**src/rtl/window_switch_ctrl.sv**
```systemverilog
module window_switch_ctrl #(
  parameter int PERIOD       = 22,
  parameter int ON_MIN       = 2,
  parameter int ON_MAX       = 16,
  parameter int ON_INIT      = 6,
  parameter int STRETCH      = 8,
  parameter int FALLBACK_CNT = 4
) (
  input  logic clk,
  input  logic rst_n,
  input  logic force_cont_i,
  input  logic down_sel_i,
  input  logic above_hi_i,
  input  logic below_lo_i,
  input  logic over_cur_i,
  input  logic zero_cur_i,
  input  logic vin_low_i,
  output logic hs_gate_o,
  output logic ls_gate_o,
  output logic mode_cont_o
);
  localparam int CW = $clog2(PERIOD + STRETCH + 1);
  localparam int FW = $clog2(PERIOD + 1);
  localparam int HW = $clog2(FALLBACK_CNT + 1);
  localparam logic [CW-1:0] P_LAST   = CW'(PERIOD - 1);
  localparam logic [CW-1:0] P_LAST_S = CW'(PERIOD - 1 + STRETCH);
  localparam logic [CW-1:0] ONMN     = CW'(ON_MIN);
  localparam logic [CW-1:0] ONMX     = CW'(ON_MAX);
  localparam logic [CW-1:0] ONIN     = CW'(ON_INIT);
  localparam logic [CW-1:0] STR      = CW'(STRETCH);
  localparam logic [FW-1:0] FRLD     = FW'(PERIOD);
  localparam logic [HW-1:0] HLIM     = HW'(FALLBACK_CNT);

  typedef enum logic [2:0] {S_IDLE, S_DEADA, S_CHG, S_DEADB, S_RECT, S_WAIT, S_HOLD} st_t;

  st_t           st;
  logic [CW-1:0] pcnt, chg_len, plen, on_t;
  logic [HW-1:0] hi_cnt;
  logic [FW-1:0] frc_cnt;
  logic [1:0]    fsync;
  logic          mode_q, dir_q, hold_q;

  logic          force_act, decide, fall, mode_nx, hold_nx, stretch, chg_on, rect_on;
  logic [CW-1:0] on_up, on_dn, on_nx;
  logic [HW-1:0] hi_sat;

  assign force_act = fsync[1] | (frc_cnt != '0);
  assign decide    = (st == S_RECT && (pcnt >= plen || (zero_cur_i && !mode_q)))
                  || (st == S_WAIT && pcnt >= plen);
  assign on_up     = (on_t >= ONMX) ? ONMX : on_t + 1'b1;
  assign on_dn     = (on_t <= ONMN) ? ONMN : on_t - 1'b1;
  assign on_nx     = !mode_q ? on_t : below_lo_i ? on_up : above_hi_i ? on_dn : on_t;
  assign hi_sat    = (hi_cnt >= HLIM) ? HLIM : hi_cnt + 1'b1;
  assign fall      = mode_q && above_hi_i && !below_lo_i && !force_act && (hi_sat >= HLIM);
  assign mode_nx   = force_act | below_lo_i | (mode_q & ~fall);
  assign hold_nx   = down_sel_i & vin_low_i;
  assign stretch   = below_lo_i & ~hold_nx;

  assign chg_on      = (st == S_CHG) || (st == S_HOLD);
  assign rect_on     = (st == S_RECT);
  assign hs_gate_o   = dir_q ? chg_on : rect_on;
  assign ls_gate_o   = dir_q ? rect_on : chg_on;
  assign mode_cont_o = mode_q;

  always_ff @(posedge clk or negedge rst_n) begin
    if (!rst_n) begin
      st      <= S_DEADA;
      pcnt    <= '0;
      chg_len <= ONIN;
      plen    <= P_LAST;
      on_t    <= ONIN;
      hi_cnt  <= '0;
      frc_cnt <= '0;
      fsync   <= '0;
      mode_q  <= 1'b1;
      dir_q   <= 1'b0;
      hold_q  <= 1'b0;
    end else begin
      fsync   <= {fsync[0], force_cont_i};
      frc_cnt <= fsync[1] ? FRLD : (frc_cnt != '0) ? frc_cnt - 1'b1 : '0;
      if (decide) begin
        st      <= (mode_nx || hold_nx) ? S_DEADA : S_IDLE;
        pcnt    <= '0;
        on_t    <= on_nx;
        hi_cnt  <= (mode_q && above_hi_i && !below_lo_i && !fall) ? hi_sat : '0;
        mode_q  <= mode_nx;
        dir_q   <= down_sel_i;
        hold_q  <= hold_nx;
        chg_len <= stretch ? on_nx + STR : on_nx;
        plen    <= stretch ? P_LAST_S : P_LAST;
      end else begin
        if (force_act) mode_q <= 1'b1;
        case (st)
          S_IDLE:
            if (force_act || !above_hi_i) begin
              st      <= S_DEADA;
              pcnt    <= '0;
              chg_len <= on_t;
              plen    <= P_LAST;
            end
          S_DEADA: begin
            pcnt <= pcnt + 1'b1;
            st   <= hold_q ? S_HOLD : S_CHG;
          end
          S_CHG: begin
            pcnt <= pcnt + 1'b1;
            if (over_cur_i || pcnt >= chg_len) st <= S_DEADB;
          end
          S_DEADB: begin
            pcnt <= pcnt + 1'b1;
            st   <= S_RECT;
          end
          S_RECT: begin
            pcnt <= pcnt + 1'b1;
            if (zero_cur_i) st <= S_WAIT;
          end
          S_WAIT: pcnt <= pcnt + 1'b1;
          S_HOLD:
            if (!vin_low_i) begin
              st     <= S_DEADB;
              pcnt   <= chg_len + 1'b1;
              hold_q <= 1'b0;
            end
          default: st <= S_IDLE;
        endcase
      end
    end
  end

  AST_NO_OVERLAP: assert property (@(posedge clk) disable iff (!rst_n)
    !(hs_gate_o && ls_gate_o));
  AST_GAP_HS_LS: assert property (@(posedge clk) disable iff (!rst_n)
    hs_gate_o |=> !ls_gate_o);
  AST_GAP_LS_HS: assert property (@(posedge clk) disable iff (!rst_n)
    ls_gate_o |=> !hs_gate_o);
  AST_OC_CUT: assert property (@(posedge clk) disable iff (!rst_n)
    (st == S_CHG && over_cur_i) |=> (st != S_CHG));
  AST_ZC_OFF: assert property (@(posedge clk) disable iff (!rst_n)
    (st == S_RECT && zero_cur_i) |=> (st != S_RECT));
  AST_ON_RANGE: assert property (@(posedge clk) disable iff (!rst_n)
    (on_t >= ONMN) && (on_t <= ONMX));
  AST_IDLE_QUIET: assert property (@(posedge clk) disable iff (!rst_n)
    (st == S_IDLE && above_hi_i && !force_act) |=> (st == S_IDLE));
  AST_FORCE_CONT: assert property (@(posedge clk) disable iff (!rst_n)
    force_act |=> mode_cont_o);
  AST_HOLD_HS: assert property (@(posedge clk) disable iff (!rst_n)
    (st == S_HOLD && vin_low_i) |=> (hs_gate_o && !ls_gate_o));
endmodule

```
**config.mk**
```make
export PLATFORM = sky130hd
export DESIGN_NAME = window_switch_ctrl
export DESIGN_NICKNAME = d
export VERILOG_FILES = /design/src/rtl/window_switch_ctrl.sv
export SDC_FILE = /design/constraint.sdc
export NUM_CORES = 1
export LEC_CHECK = 0
export CAP_MARGIN = 25
export CORE_ASPECT_RATIO = 0.8
export CORE_MARGIN = 4
export CORE_UTILIZATION = 55
export CTS_CLUSTER_DIAMETER = 150
export DETAILED_ROUTE_END_ITERATION = 10
export PLACE_DENSITY = 0.74
export SLEW_MARGIN = 20
export SYNTH_ARGS = -nofsm -noshare
export SYNTH_HDL_FRONTEND = slang
export SYNTH_SLANG_ARGS = --single-unit
```
**constraint.sdc**
```tcl
create_clock -name clk -period 3 [get_ports clk]
set_input_delay 0.9 -clock clk [delete_from_list [all_inputs] [get_ports clk]]
set_output_delay 0.9 -clock clk [all_outputs]
set_load 0.01 [all_outputs]
```
==> run_results.csv <==
group,metric,value,unit
yosys,synth_edf_count,0,
critical_path,max_stage_delay,0.54,ns
route,ant_nets,0,
floorplanning,start_util,57.9,%
floorplanning,core,3880,um2
critical_path,worst-endpoint-arrival,1.71,ns
sta,fmaxAchievable,383,MHz
sta,setup_ws,0.391,ns
sta,tns,0,ns
route,first_pass_iters,5,
finish,area_growth,13.3,%
floorplanning,die_w,79.4,um
yosys,synth-seq-cells,32,
sta,layout_min_cycle_time,2.61,ns
sta,hold_viol,0,
critical_path,worstPathMaxFanout,6,
clocking,ctsRootBufferMaster,"clkbuf_8",
grt,antenna_found_initial,0,
floorplanning,rows,20,
critical_path,path_buf_inv,1,
yosys,ys.warnings.count,0,
finish,drive_above_1_share,11.5,%
critical_path,crit_path_start_kind,"register",
power_and_ir_drop,p_clk_share,23.2,%
placed_design,io_buffers,11,
grt,grt_pass1_wl,8.34,mm
power_and_ir_drop,p_int,1.22,mW
sta,skew,0.00967,ns
power_and_ir_drop,peakVddDrop,0.000480,V
min_path,holdCritStartpoint,"fsync[0]",
finish,regArea,808,um2
finish,antenna_cells,0,
finish,utilization,65.6,%
grt,grt_use_total,20.9,%
sta,rsz0062_at_grt,"false",
finish,final_area,2540,um2
clocking,cts_buffers,5,
finish,finalNonFillerCells,315,
critical_path,critPathKind,"register to output port",
clocking,tritoncts,"yes",
sta,hold_ws,0.360,ns
power_and_ir_drop,seqPwrFrac,36.5,%
critical_path,cp_slowest_cell,"clkdlybuf4s50_1",
sta,drv_slew,0,
placed_design,dp.final_hpwl,3.39,mm
yosys,synth_cell_types,57,
grt,grtUsageMet1,31.5,%
clocking,cts_resized,0,
grt,grt_pass1_vias,1653,
critical_path,crit_path_start,"st[1]",
min_path,hp-class,"register to register",
floorplanning,ios,12,
sta,setup_viol,0,
critical_path,cp.required,2.10,ns
power_and_ir_drop,p_leak,1.06,nW
clocking,cts_max_level,2,
sta,worst_pin_slew,0.622,ns
route,drt_wl_total,4.89,mm
finish,layout_common_cells,"nand2_1, dfrtp_1, inv_1",
floorplanning,die_h,65.2,um
power_and_ir_drop,power_density,781,nW/um2
power_and_ir_drop,power.switching,0.771,mW
critical_path,crit_path_cell_trace,"and2b_2, mux2i_1, nor2_1, clkdlybuf4s50_1",
floorplanning,die-area,5180,um2
route,vias,1856,
yosys,synth_nets,270,
clocking,clk_path_buf_depth,2,
placed_design,dp_slack,0.251,ns
yosys,synth_cells,247,
yosys,avgSynthCellArea,9.09,um2
yosys,synthFlopType,"dfrtp_1",
yosys,netlist_area,2250,um2
placed_design,placed_cell_area,2420,um2
yosys,async_flop_share,100,%
flow_run,drv_cap,0,
clocking,clock-sinks,32,
clocking,cts_setup_buffers,0,
finish,n_fill_cell,316,
power_and_ir_drop,sw_frac_of_total,38.8,%
grt,grt_max_degree,33,
critical_path,rr_startpoint,"st[0]",
route,wl_per_cell,15.5,um
power_and_ir_drop,finalPower,1.99,mW
finish,fin_nets,282,
route,avgViaCountPerCell,5.89,
yosys,synth_seq_area_share,36.0,%
clocking,hold_buffers,0,
grt,gr-total-overflow,0,
critical_path,cp_top_family,"buffers and inverters",
status,status,"completed",
finish,multi_input_area,1320,um2
route,drc_errors,0,
sta,max_slew_margin,58.2,%
placed_design,place_congestion,0.853,
grt,use_met3,4.93,%
grt,use_met2,28.6,%
placed_design,placed_cells,307,
grt,busiest_layer,"met1",
power_and_ir_drop,comb_power_share,40.3,%
route,drt_iter0_drc,175,
critical_path,worstSetupEndpointType,"output port",
sta,timing.final.crit_share,87.0,%
clocking,insertion_delay,0.30,ns
clocking,clk_pin_slew,0.07,ns
==> cell usage after synthesis, types with 5 or more instances <==
| master | count | area share (%) |
|---|---|---|
| mux2i_1 | 5 | 2.2 |
| dfrtp_1 | 26 | 29 |
| a31oi_1 | 7 | 1.9 |
| nor3_1 | 7 | 1.6 |
| clkbuf_1 | 7 | 1.2 |
| dfstp_2 | 6 | 7.0 |
| buf_2 | 5 | 1.1 |
| o21ai_0 | 6 | 1.3 |
| nand2b_1 | 7 | 1.9 |
| inv_1 | 16 | 2.7 |
| a21oi_1 | 10 | 2.2 |
| nand2_1 | 26 | 4.3 |
| nand3_1 | 8 | 1.8 |
| o21ai_1 | 11 | 2.5 |
| ha_1 | 14 | 7.8 |
| nor2_1 | 15 | 2.5 |
==> worst reg2reg max path: cells and delay by family, from the launching register on <==
kind	cells	cell delay (ns)
simple gates	2	0.50
compound gates	3	0.60
buf+inv	1	0.11
flops	1	0.72
fa+ha+maj	1	0.26
==> path summary, 6_finish.rpt <==
path                             end  slack (ns)  cells past startpoint
max                        ls_gate_o        0.39                      4
max reg2reg                  pcnt[2]        0.72                      7
min reg2reg                 fsync[1]        0.36                      0
min                         fsync[1]        0.36                      0
min in group asynchronous      dir_q        1.01                      2
max in group asynchronous    on_t[2]        1.65                      2
==> kinds of logic after synthesis <==
family / synth area share, %
AND/OR/NAND/NOR: 20.8
AO/OA/AOI/OAI: 24.3
flip-flops: 36.0
buffers and inverters: 5.29
adder cells (fa/ha/maj): 7.80
multiplexers: 4.23
XOR/XNOR: 1.56
==> power by group through the flow <==
stage	Clock, mW	Sequential (mW)	Combinational (mW)
2_1_floorplan	0	0.647	0.652
3_3_place_gp	0	0.725	0.778
3_5_place_dp	0	0.728	0.784
4_1_cts	0.473	0.720	0.792
5_1_grt	0.493	0.744	0.900
6_report	0.462	0.724	0.801
==> flip-flops by register name (all words and copies together), names as in the netlist <==
name,flops
fsync,2
dir_q,1
hold_q,1
hi_cnt,3
frc_cnt,5
chg_len,5
pcnt,5
plen,1
mode_cont_o,1
on_t,5
st,3
==> per-layer routing <==
metal  wire, um  part of all wire, %
met5          0                    0
met4         78                  1.6
met3        217                  4.4
met2       2060                   42
met1       2530                   52
==> final cells by class <==
| cell class | instances | share of cell area, % |
|---|---|---|
| repair buffers | 18 | 6.39 |
| flip-flops and latches | 32 | 31.8 |
| clock inverters | 1 | 1.18 |
| well taps | 55 | 2.70 |
| clock buffers | 7 | 3.79 |
| multi-input cells | 186 | 51.8 |
| inverters | 16 | 2.36 |
Note: power is estimated with default switching activity, not from simulation.
